$ cat src/rtl/gpr_pkg.sv
package gpr_pkg;

    parameter int BYTE_W   = 8;
    parameter int NPAIR    = 8;
    parameter int SP_STEP  = 2;

    localparam int WORD_W  = 2 * BYTE_W;
    localparam int PAIR_W  = $clog2(NPAIR);
    localparam int IDX_W   = PAIR_W + 1;
    localparam int SP_PAIR = NPAIR - 1;

    typedef enum logic {
        SP_PUSH = 1'b0,
        SP_POP  = 1'b1
    } sp_dir_e;

    typedef enum logic {
        ACC_BYTE = 1'b0,
        ACC_WORD = 1'b1
    } acc_size_e;

    typedef struct packed {
        logic              en;
        acc_size_e         size;
        logic [IDX_W-1:0]  idx;
        logic [WORD_W-1:0] data;
    } wr_req_t;

    typedef struct packed {
        acc_size_e        size;
        logic [IDX_W-1:0] idx;
    } rd_req_t;

    function automatic logic [PAIR_W-1:0] pair_of(input logic [IDX_W-1:0] idx);
        return idx[PAIR_W-1:0];
    endfunction

    function automatic logic low_half(input logic [IDX_W-1:0] idx);
        return idx[IDX_W-1];
    endfunction

endpackage

$ cat src/rtl/gpr_bank.sv
module gpr_bank
    import gpr_pkg::*;
(
    input  logic                               clk,
    input  logic [NPAIR-1:0]                   hi_we,
    input  logic [NPAIR-1:0]                   lo_we,
    input  logic [NPAIR-1:0][BYTE_W-1:0]       hi_d,
    input  logic [NPAIR-1:0][BYTE_W-1:0]       lo_d,
    output logic [NPAIR-1:0][WORD_W-1:0]       q
);

    for (genvar p = 0; p < NPAIR; p++) begin : g_pair
        logic [BYTE_W-1:0] hi_q;
        logic [BYTE_W-1:0] lo_q;

        // Contents are intentionally left unreset.
        always_ff @(posedge clk) begin
            if (hi_we[p]) hi_q <= hi_d[p];
        end

        always_ff @(posedge clk) begin
            if (lo_we[p]) lo_q <= lo_d[p];
        end

        assign q[p] = {hi_q, lo_q};
    end

endmodule

$ cat src/rtl/gpr_rd_mux.sv
module gpr_rd_mux
    import gpr_pkg::*;
(
    input  logic [NPAIR-1:0][WORD_W-1:0] pairs,
    input  rd_req_t                      req,
    output logic [WORD_W-1:0]            data
);

    logic [WORD_W-1:0] sel_word;

    always_comb begin
        sel_word = pairs[pair_of(req.idx)];
        if (req.size == ACC_WORD) begin
            data = sel_word;
        end else if (low_half(req.idx)) begin
            data = {{BYTE_W{1'b0}}, sel_word[BYTE_W-1:0]};
        end else begin
            data = {{BYTE_W{1'b0}}, sel_word[WORD_W-1:BYTE_W]};
        end
    end

endmodule

$ cat src/rtl/gpr_sp_ctrl.sv
module gpr_sp_ctrl
    import gpr_pkg::*;
(
    input  logic                rst,
    input  logic [WORD_W-1:0]   sp_q,
    input  logic                adj_en,
    input  sp_dir_e             dir,
    input  logic                wr_hit_sp,
    output logic                adj_take,
    output logic [WORD_W-1:0]   sp_next,
    output logic [WORD_W-1:0]   sp_addr
);

    localparam logic [WORD_W-1:0] STEP = WORD_W'(SP_STEP);

    logic [WORD_W-1:0] sp_dec;
    logic [WORD_W-1:0] sp_inc;

    assign sp_dec = sp_q - STEP;
    assign sp_inc = sp_q + STEP;

    always_comb begin
        sp_next  = (dir == SP_PUSH) ? sp_dec : sp_inc;
        // Push is pre-decrement: the access uses the lowered pointer.
        sp_addr  = (adj_en && dir == SP_PUSH) ? sp_dec : sp_q;
        // A regular write to the stack pair wins over the adjust.
        adj_take = adj_en && !rst && !wr_hit_sp;
    end

endmodule

$ cat src/rtl/gpr_wr_decode.sv
module gpr_wr_decode
    import gpr_pkg::*;
(
    input  logic                          rst,
    input  wr_req_t                       wr,
    input  logic                          adj_take,
    input  logic [WORD_W-1:0]             sp_next,
    output logic                          wr_hit_sp,
    output logic [NPAIR-1:0]              hi_we,
    output logic [NPAIR-1:0]              lo_we,
    output logic [NPAIR-1:0][BYTE_W-1:0]  hi_d,
    output logic [NPAIR-1:0][BYTE_W-1:0]  lo_d
);

    logic wr_live;

    assign wr_live   = wr.en && !rst;
    assign wr_hit_sp = wr.en && (pair_of(wr.idx) == PAIR_W'(SP_PAIR));

    always_comb begin
        for (int p = 0; p < NPAIR; p++) begin
            hi_we[p] = 1'b0;
            lo_we[p] = 1'b0;
            hi_d[p]  = wr.data[WORD_W-1:BYTE_W];
            lo_d[p]  = wr.data[BYTE_W-1:0];
            if (wr_live && pair_of(wr.idx) == PAIR_W'(p)) begin
                if (wr.size == ACC_WORD) begin
                    hi_we[p] = 1'b1;
                    lo_we[p] = 1'b1;
                end else if (low_half(wr.idx)) begin
                    lo_we[p] = 1'b1;
                end else begin
                    hi_we[p] = 1'b1;
                    hi_d[p]  = wr.data[BYTE_W-1:0];
                end
            end else if (p == SP_PAIR && adj_take) begin
                hi_we[p] = 1'b1;
                lo_we[p] = 1'b1;
                hi_d[p]  = sp_next[WORD_W-1:BYTE_W];
                lo_d[p]  = sp_next[BYTE_W-1:0];
            end
        end
    end

endmodule

$ cat src/rtl/gpr_file.sv
module gpr_file
    import gpr_pkg::*;
(
    input  logic                 clk,
    input  logic                 rst,
    input  logic [IDX_W-1:0]     rd_a_idx,
    input  logic                 rd_a_word,
    output logic [WORD_W-1:0]    rd_a_data,
    input  logic [IDX_W-1:0]     rd_b_idx,
    input  logic                 rd_b_word,
    output logic [WORD_W-1:0]    rd_b_data,
    input  logic                 wr_en,
    input  logic [IDX_W-1:0]     wr_idx,
    input  logic                 wr_word,
    input  logic [WORD_W-1:0]    wr_data,
    input  logic                 sp_adj_en,
    input  logic                 sp_adj_dir,
    output logic [WORD_W-1:0]    sp_rd_data,
    output logic [WORD_W-1:0]    sp_addr
);

    localparam int NRD = 2;

    logic [NPAIR-1:0][WORD_W-1:0] pairs;
    logic [NPAIR-1:0]             hi_we;
    logic [NPAIR-1:0]             lo_we;
    logic [NPAIR-1:0][BYTE_W-1:0] hi_d;
    logic [NPAIR-1:0][BYTE_W-1:0] lo_d;
    logic                         wr_hit_sp;
    logic                         adj_take;
    logic [WORD_W-1:0]            sp_next;
    wr_req_t                      wr;
    rd_req_t [NRD-1:0]            rd_req;
    logic [NRD-1:0][WORD_W-1:0]   rd_data;

    assign wr.en   = wr_en;
    assign wr.size = acc_size_e'(wr_word);
    assign wr.idx  = wr_idx;
    assign wr.data = wr_data;

    assign rd_req[0] = '{size: acc_size_e'(rd_a_word), idx: rd_a_idx};
    assign rd_req[1] = '{size: acc_size_e'(rd_b_word), idx: rd_b_idx};

    gpr_wr_decode u_dec (
        .rst       (rst),
        .wr        (wr),
        .adj_take  (adj_take),
        .sp_next   (sp_next),
        .wr_hit_sp (wr_hit_sp),
        .hi_we     (hi_we),
        .lo_we     (lo_we),
        .hi_d      (hi_d),
        .lo_d      (lo_d)
    );

    gpr_bank u_bank (
        .clk   (clk),
        .hi_we (hi_we),
        .lo_we (lo_we),
        .hi_d  (hi_d),
        .lo_d  (lo_d),
        .q     (pairs)
    );

    gpr_sp_ctrl u_sp (
        .rst       (rst),
        .sp_q      (pairs[SP_PAIR]),
        .adj_en    (sp_adj_en),
        .dir       (sp_dir_e'(sp_adj_dir)),
        .wr_hit_sp (wr_hit_sp),
        .adj_take  (adj_take),
        .sp_next   (sp_next),
        .sp_addr   (sp_addr)
    );

    for (genvar r = 0; r < NRD; r++) begin : g_rd
        gpr_rd_mux u_mux (
            .pairs (pairs),
            .req   (rd_req[r]),
            .data  (rd_data[r])
        );
    end

    assign rd_a_data  = rd_data[0];
    assign rd_b_data  = rd_data[1];
    assign sp_rd_data = pairs[SP_PAIR];

endmodule

$ cat config.mk
export PLATFORM = sky130hd
export DESIGN_NAME = gpr_file
export DESIGN_NICKNAME = d
export VERILOG_FILES = /design/src/rtl/gpr_pkg.sv /design/src/rtl/gpr_bank.sv /design/src/rtl/gpr_rd_mux.sv /design/src/rtl/gpr_sp_ctrl.sv /design/src/rtl/gpr_wr_decode.sv /design/src/rtl/gpr_file.sv
export SDC_FILE = /design/constraint.sdc
export NUM_CORES = 1
export LEC_CHECK = 0
export BUFFER_PORTS_ARGS = -buffer_cell sky130_fd_sc_hd__buf_2
export CORE_UTILIZATION = 55
export CTS_CLUSTER_SIZE = 28
export DETAILED_ROUTE_END_ITERATION = 6
export GPL_ROUTABILITY_DRIVEN = 0
export PLACE_DENSITY_LB_ADDON = 0.25
export SLEW_MARGIN = 15
export SYNTH_ARGS = -nofsm -noshare
export SYNTH_HDL_FRONTEND = slang
export SYNTH_HIERARCHICAL = 1
export SYNTH_SLANG_ARGS = --single-unit
$ cat constraint.sdc
create_clock -name clk -period 2.88 [get_ports clk]
set_input_delay 0.72 -clock clk [delete_from_list [all_inputs] [get_ports clk]]
set_output_delay 0.72 -clock clk [all_outputs]
set_load 0.02 [all_outputs]
**After elaboration in Yosys (flattened, before gate mapping)**

Index checks and enable logic that the tools add are counted.

- Register bits after elaboration: 128
- Input port bits: 36

- Add/subtract/negate cells: 2
- Magnitude comparators: 2
- Eq/ne operators: 7
- Multiplexer cells: 44
- Bitwise operators: 1
- Reductions and logical operators: 16

Operators by type and width:

| operator | count |
|---|---|
| 8-bit two-way mux | 15 |
| 16-bit binary-select mux with 3-bit select | 2 |
| 16-bit two-way mux | 6 |
| 1-bit two-way mux | 21 |
| 16-bit by 2-bit adder with 16-bit output (second input constant) | 1 |
| 16-bit by 2-bit subtractor with 16-bit output (second input constant) | 1 |
| 1-bit logical AND | 13 |
| 3-bit equality test (second input constant) | 4 |
| 3-bit by 4-bit < comparator with 1-bit output (second input constant) | 2 |
| 3-bit by 2-bit equality test with 1-bit output (second input constant) | 2 |
| 3-bit by 1-bit equality test with 1-bit output (second input constant) | 1 |
| 3-bit zero test | 1 |
| 1-bit zero test | 2 |
| 1-bit NOT | 1 |

**Longest topological paths before layout**

Gate-level depths: netlist of run 1.

- Depth after elaboration: 6
- Depth in mapped cells: 8
- Mapped depth without buffers: 8

**By module**

The synthesis of run 1 kept the hierarchy.

By module, submodules not included:

| module | times used | cells each | area an instance (µm²) | sequential area each (µm²) |
|---|---|---|---|---|
| gpr_bank | 1 | 128 | 3843.7 | 3843.7 |
| gpr_rd_mux | 2 | 78 | 1168.6 | 0.0 |
| gpr_wr_decode | 1 | 186 | 1664.1 | 0.0 |
| gpr_sp_ctrl | 1 | 120 | 810.8 | 0.0 |

**Worst setup path after synthesis of run 1**

No wires, ideal clock.

- Path kind: reg-to-output
- Start: reg u_bank.g_pair[7].lo_q[1]
- End: out sp_addr[15]
- Arrival: 2211 ps
- Slack: -51 ps
- Cell stages (with the launch flop): 7
- Buffers on the path: 0
- Cell sequence: edfxtp_1 inv_1 ha_1 or4b_4 nor4_2 nand3b_1 xnor2_1

- Word-level cells in the longest chain between the ends: 2

RTL lines:

| element | line | RTL |
|---|---|---|
| start, declared | gpr_bank.sv:14 | `logic [BYTE_W-1:0] lo_q;` |
| start signal, assigned | gpr_bank.sv:22 | `if (lo_we[p]) lo_q <= lo_d[p];` |
| 16-bit by 2-bit subtractor with 16-bit output | gpr_sp_ctrl.sv:19 | `assign sp_dec = sp_q - STEP;` |
| 16-bit two-way mux | gpr_sp_ctrl.sv:25 | `sp_addr = (adj_en && dir == SP_PUSH) ? sp_dec : sp_q;` |
| end, declared | gpr_file.sv:19 | `output logic [WORD_W-1:0] sp_addr` |

Every way passes these cells.

**Worst setup path in the final report of run 1**

Ends and elaborated chain as after synthesis.

==> results.md, run 1 <==
* Number of antenna diodes at 0
* Fin. Hold Viols at 0
* Syn Std Cell Area at 0.00866 mm²
* Pwr Density at 519 mW/mm²
* Clk pwr share at 41.8%
* CP Class: flip-flop to primary output
* FF+latch area at approximately 0.0038 mm²
* Crit path capture type: primary output
* HP Class: primary input to flip-flop
* Routed Wire Length at 23600 µm
* Setup violators final at 6
* Final Max Tran Viols at 0
* Total number of vias at 5915
* Vias per inst at ~6.5
* CP max FO at 4
* Synth cell types at 58
* Ys Warns at 6
* DR pass1 iterations at 7
* # port buffers at 99
* Peak Freq at roughly 320 MHz
* Estimated wirelength of the detail-placed design at ~16000 µm
* Util after Layout at 66.7%
* Syn Area/Cell at 14.7 µm²
* Grt ovf at 0
* Vias in the first global route at about 5.7k
* H-tree depth at 4
* CTS max path bufs at 2
* Dpl ws at -0.0711 ns
* Antenna violations before repair at 0
* Seq/Total Area, Yosys at around 44%
* Mapped Nets at 628
* Post-route ant nets at 0
* Die height at 127 µm
* Worst-margin pin slew at slightly below 0.7 ns
* Fin crit share at 108%
* Die area at 0.0162 mm²
* Reg power frac at about two fifths
* Int Pwr at 3.98 mW
* Top_reg_cell synth: edfxtp_1
* Worst setup margin at -0.236 ns
* # DRC at 0
* Asr flop ratio synth at 0%
* FF+latch count, synth at 128
* CP Launch Type: flip-flop
* Root Buffer: clkbuf_16
* RSZ-0062 raised after global routing: yes
* Rows at 45
* Final net count at roughly 730
* Multi-input gate area at about 0.0041 mm²
* CTS hold repair buffers at 0
* Area of the core at ~0.015 mm²
* Status: complete, but fails checks
* Cell total after placement at between 800 and 900
* Final non-filler cell total at between 900 and 1k
* Final TNS setup at -0.812 ns
* Failing checks: setup timing
* WL/cell at 25.8 µm
* Comb pwr share at around 18%
* First-pass GRT wire length at 35300 µm
* Normalized max-slew margin at 53.9%
* Num ports at 100
* Clock skew at 0.00908 ns
* Largest net degree at the start of global routing at 33
* Max VDD drop at 0.000327 V
* Iteration-0 DRC Markers at 647
* Initial Util at 56.7%
* Die Width at 127 µm
* Post-layout min period at 3.12 ns
* Overall power at 5.28 mW
* Clock latency on the worst-skew pair at 0.42 ns
* Pleak at 3.87 nW
* CTS buffer count at 17
* Sw Ratio at 24.6%
* Layout cells sized above 1 at 54.8%
* Clock-pin slew of the registers on the worst-case setup and hold paths at 0.06 ns
* GRT Overall Usage at 30.3%
* Net switching power at 1.30 mW
* Crit path required time at 2.16 ns
* Sink Count at 128
* Post-Syn Instances at 590
* Worst EP arrival at 2.40 ns
* Area delta synth->final at 17.5%
* EDFF count, synth at approximately 130
* TritonCTS clock tree: done
* Fill cells at 1101
* Max_cap viols at 0
-- cell usage after synthesis, types with 7 or more instances --
cell      number  area [µm²]
nor2b_1        8        50.1
nand2_1       18        67.6
xor2_1        13         114
buf_6          7        78.8
a22o_1        14         123
mux4_1        20         526
buf_4         60         450
mux2_2        90        1010
mux4_2        44         991
mux2_4        12         180
clkbuf_1      10        37.5
nor2_1        23        86.3
edfxtp_1     128        3840
and2_1        18         113
a21o_1        14         105
nand4_1        7        43.8
xnor2_1       15         131
-- power by group through the flow --
stage | Sequential (mW) | Clock (mW) | Combinational, mW
final | 2.13 | 2.21 | 0.942
after global routing | 2.13 | 2.29 | 0.991
after CTS | 2.13 | 2.21 | 0.895
after detailed placement | 2.17 | 0 | 0.857
after global placement | 2.16 | 0 | 0.843
after floorplan | 2.18 | 0 | 0.598
-- routing by layer --
layer  up-vias  routed length (µm)  part of all wire [%]  GRT usage [%]
met2       445               11400                    48           48.4
met4         0                 663                   2.8           10.2
met3        53                2180                   9.3           5.53
met1      2936                9350                    40           42.0
met5         -                   0                     0              0
li1       2481                   -                     -              -
-- logic make-up (layout without fill, tap and decap cells) --
family                     after synthesis  in the layout  share of synthesized area (%)
and+or+nand+nor                        112            112                           7.62
adders and majority gates                2              2                          0.289
muxes                                  168            168                           31.5
AOI/OAI and AO/OA                       52             52                           4.67
xor gates and xnor gates                28             28                           2.83
buffers and inverters                  100            214                           8.64
DFF                                    128            128                           44.4
-- stage by stage --
stage          hold slack, ns  instance area (µm²)
6_report                0.645                10200
5_1_grt                 0.642                10200
4_1_cts                 0.641                 9950
3_5_place_dp            0.665                 9210
3_3_place_gp            0.642                 9210
2_1_floorplan           0.855                 8670
-- final timing paths --
check	from	to	slack, ns	depth (start not counted)
max reg2reg	u_bank/g_pair[7].lo_q[1]$_DFFE_PP_	u_bank/g_pair[7].hi_q[7]$_DFFE_PP_	0.16	8
min reg2reg	u_bank/g_pair[7].lo_q[0]$_DFFE_PP_	u_bank/g_pair[7].lo_q[0]$_DFFE_PP_	0.68	1
min	wr_data[1]	u_bank/g_pair[4].lo_q[1]$_DFFE_PP_	0.64	1
max	u_bank/g_pair[7].lo_q[1]$_DFFE_PP_	sp_addr[15]	-0.24	7
-- what timing repair did --
action | 4_1_cts | 5_1_grt
cloned | 3 | 3
endpoints found under the setup margin | 35 | 28
resized for setup | 29 | 28
setup buffers | 5 | 12
pin swaps | 4 | 11
-- critical path, stage by stage, from the launching register on --
cell	delay (ns)
edfxtp_1	0.40
inv_1	0.08
ha_2	0.18
or4b_4	0.52
nor4_4	0.30
nand3b_1	0.17
xnor2_2	0.16
buf_4	0.17
-- sequential cells by signal, indices dropped and copies added (netlist names) --
signal / flops
u_bank/g_pair.lo_q: 64
u_bank/g_pair.hi_q: 64
-- layout by cell type, fill, tap and decap left out, types with 12 or more instances in the layout --
| master | synthesis | layout |
|---|---|---|
| a21o_1 | 14 | 14 |
| a22o_1 | 14 | 14 |
| and2_1 | 18 | 18 |
| buf_2 | 6 | 84 |
| buf_4 | 60 | 65 |
| buf_6 | 7 | 12 |
| clkbuf_16 | 0 | 19 |
| edfxtp_1 | 128 | 128 |
| mux2_2 | 90 | 88 |
| mux2_4 | 12 | 14 |
| mux4_2 | 44 | 54 |
| nand2_1 | 18 | 18 |
| nor2_1 | 23 | 22 |
| xnor2_1 | 15 | 13 |
| xor2_1 | 13 | 13 |
-- final cells by class --
cell class / instances / share of cell area, %
Multi-Input combinational cell: 362 / 40.1
Sequential cell: 128 / 37.8
Timing Repair Buffer: 176 / 13.4
Clock buffer: 19 / 4.26
Tap cell: 211 / 2.60
Clock inverter: 13 / 1.66
Inverter: 6 / 0.221
No activity file was read; power rests on OpenSTA's default activity.
==> run 2, diff against run 1 <==
CTS_CLUSTER_SIZE = 14   (was 28)
SKIP_LAST_GASP = 1   (was default)
==> results.md, run 2 (synthesized netlist as in run 1, its figures left out) <==
* Antenna violations before repair at 0 (unchanged)
* CP Launch Type: flip-flop
* Num ports at 100 (unchanged)
* Final net count at 729 (unchanged)
* Estimated wirelength of the detail-placed design at 16200 µm (unchanged)
* Critical path's top delay family: simple AND/OR/NAND/NOR gates
* Peak Freq at 321 MHz (+0.13%)
* Dpl ws at -0.0711 ns (unchanged)
* CP peak stage delay at 0.52 ns (about the same)
* # port buffers at 99 (unchanged)
* Total number of vias at 5896 (-0.32%)
* Die height at 127 µm (unchanged)
* Sw Ratio at 24.5% (-0.050 points)
* Worst-margin pin slew at 0.710 ns (+0.0178 ns)
* Final TNS setup at -0.792 ns (+0.0193 ns)
* Most common cell after layout, fill and taps aside: edfxtp_1
* CTS buffer count at 17 (unchanged)
* Setup violators final at 5 (-1)
* Cell total after placement at 860 (unchanged)
* DR pass1 iterations at 7 (unchanged)
* Area delta synth->final at 17.5% (about the same)
* GRT Max-Usage Layer: met2
* CP Class: flip-flop to primary output
* First-pass GRT wire length at 35300 µm (unchanged)
* Crit path capture type: primary output
* HP Class: primary input to flip-flop
* Worst path bufs/invs at 2 (unchanged)
* Normalized max-slew margin at 52.7% (-1.2 points)
* CP max FO at 4 (unchanged)
* Met3 Use GR at 5.53% (unchanged)
* Grt met1 use at 42.0% (unchanged)
* Vias per inst at 6.44 (-0.32%)
* Die Width at 127 µm (unchanged)
* Clock latency on the worst-skew pair at 0.41 ns (about the same)
* Layout cells sized above 1 at 54.8% (unchanged)
* Fin. Hold Viols at 0 (unchanged)
* Max_cap viols at 0 (unchanged)
* CTS max path bufs at 2 (unchanged)
* Clock skew at 0.00882 ns (-0.000256 ns)
* Failing checks: setup timing
* Rows at 45 (unchanged)
* Vias in the first global route at 5715 (unchanged)
* Met2 Use GR at 48.4% (unchanged)
* Number of antenna diodes at 0 (unchanged)
* Commonest cells after routing, fill and taps aside: edfxtp_1, mux2_2, buf_2
* Final Max Tran Viols at 0 (unchanged)
* Clock-pin slew of the registers on the worst-case setup and hold paths at 0.06 ns (about the same)
* Int Pwr at 3.98 mW (about the same)
* TritonCTS clock tree: done
* Worst hold margin at 0.650 ns (+0.00566 ns)
* Worst EP arrival at 2.39 ns (about the same)
* Clk pwr share at 41.7% (about the same)
* WL/cell at 25.8 µm (about the same)
* Net switching power at 1.29 mW (-0.29%)
* Worst setup margin at -0.232 ns (+0.00410 ns)
* Biggest registers after layout: u_bank/g_pair.hi_q (64), u_bank/g_pair.lo_q (64)
* Crit path required time at 2.16 ns (about the same)
* H-tree depth at 4 (unchanged)
* Fin crit share at 108% (-0.14 points)
* Die area at 0.0162 mm² (unchanged)
* Initial Util at 56.7% (unchanged)
* Pleak at 3.87 nW (about the same)
* # DRC at 0 (unchanged)
* Post-route ant nets at 0 (unchanged)
* Status: complete, but fails checks
* Largest net degree at the start of global routing at 33 (unchanged)
* Routed Wire Length at 23600 µm (about the same)
* Root Buffer: clkbuf_16
* RSZ-0062 raised after global routing: yes
* Max VDD drop at 0.000324 V (-1.1%)
* Area of the core at 0.0153 mm² (unchanged)
* GRT Overall Usage at 30.3% (unchanged)
* Post-layout min period at 3.11 ns (-0.00410 ns)
* Iteration-0 DRC Markers at 607 (-6.2%)
* Slowest cell on crit path: or4b_4
* Grt ovf at 0 (unchanged)
* Sink Count at 128 (unchanged)
* Comb pwr share at 17.9% (about the same)
* Final non-filler cell total at 915 (unchanged)
* Pwr Density at 519 mW/mm² (about the same)
* Reg power frac at 40.4% (about the same)
* Worst path cell trace: inv_1 > ha_2 > or4b_4 > nor4_4 > nand3b_1 > xnor2_2 > buf_2
* CTS hold repair buffers at 0 (unchanged)
[run 2: final timing paths]
path,from,endpoint,slack (ns),cells past startpoint
setup / recovery,u_bank/g_pair[7].lo_q[1]$_DFFE_PP_,sp_addr[15],-0.23,7
hold / removal,wr_data[1],u_bank/g_pair[4].lo_q[1]$_DFFE_PP_,0.65,1
setup reg to reg,u_bank/g_pair[7].lo_q[1]$_DFFE_PP_,u_bank/g_pair[7].hi_q[7]$_DFFE_PP_,0.17,8
hold reg to reg,u_bank/g_pair[7].lo_q[0]$_DFFE_PP_,u_bank/g_pair[7].lo_q[0]$_DFFE_PP_,0.68,1
[run 2: metrics by stage]
stage	total power [mW]	util, %	instance area (µm²)
6_report	5.27	66.6	10200
5_1_grt	5.42	66.6	10200
4_1_cts	5.23	65.2	9950
3_5_place_dp	3.02	60.4	9210
3_3_place_gp	3.01	60.4	9210
2_1_floorplan	2.78	-	8670
[run 2: area by class of cell]
cell class | instances | area, µm²
fill | 1102 | 5090
clock buffer | 19 | 433
sequential | 128 | 3840
inverter | 6 | 22.5
clock inverter | 13 | 169
tap | 211 | 264
multi-input combinational | 362 | 4080
timing repair buffer | 176 | 1350
[run 2: repair_timing]
item                       CTS  global route
cloned                       3             3
setup endpoints to repair   35            28
pin swaps                    4            11
resized for setup           28            27
buffers inserted             5            12
[run 2: worst register-to-register path, delay by kind of cell, from the launching register on]
| family | cells | cell delay, ns |
|---|---|---|
| DFF | 1 | 0.40 |
| buffers and inverters | 1 | 0.08 |
| muxes | 2 | 0.54 |
| AOI/OAI and AO/OA | 1 | 0.19 |
| and+or+nand+nor | 2 | 0.96 |
| adders and majority gates | 1 | 0.18 |
| xor gates and xnor gates | 1 | 0.11 |
[run 2: metal layers]
layer  vias to the layer above  part of all wire [%]
met4                         0                   2.9
met3                        52                    10
met1                      2912                    39
met2                       452                    48
li1                       2480                     -
met5                         -                     0
[run 2: power groups by stage]
| stage | clock network [mW] | logic (mW) | registers [mW] |
|---|---|---|---|
| floorplan | 0 | 0.598 | 2.18 |
| global placement | 0 | 0.843 | 2.16 |
| detailed placement | 0 | 0.857 | 2.17 |
| CTS | 2.21 | 0.895 | 2.13 |
| global route | 2.29 | 0.989 | 2.13 |
| finish | 2.20 | 0.942 | 2.13 |
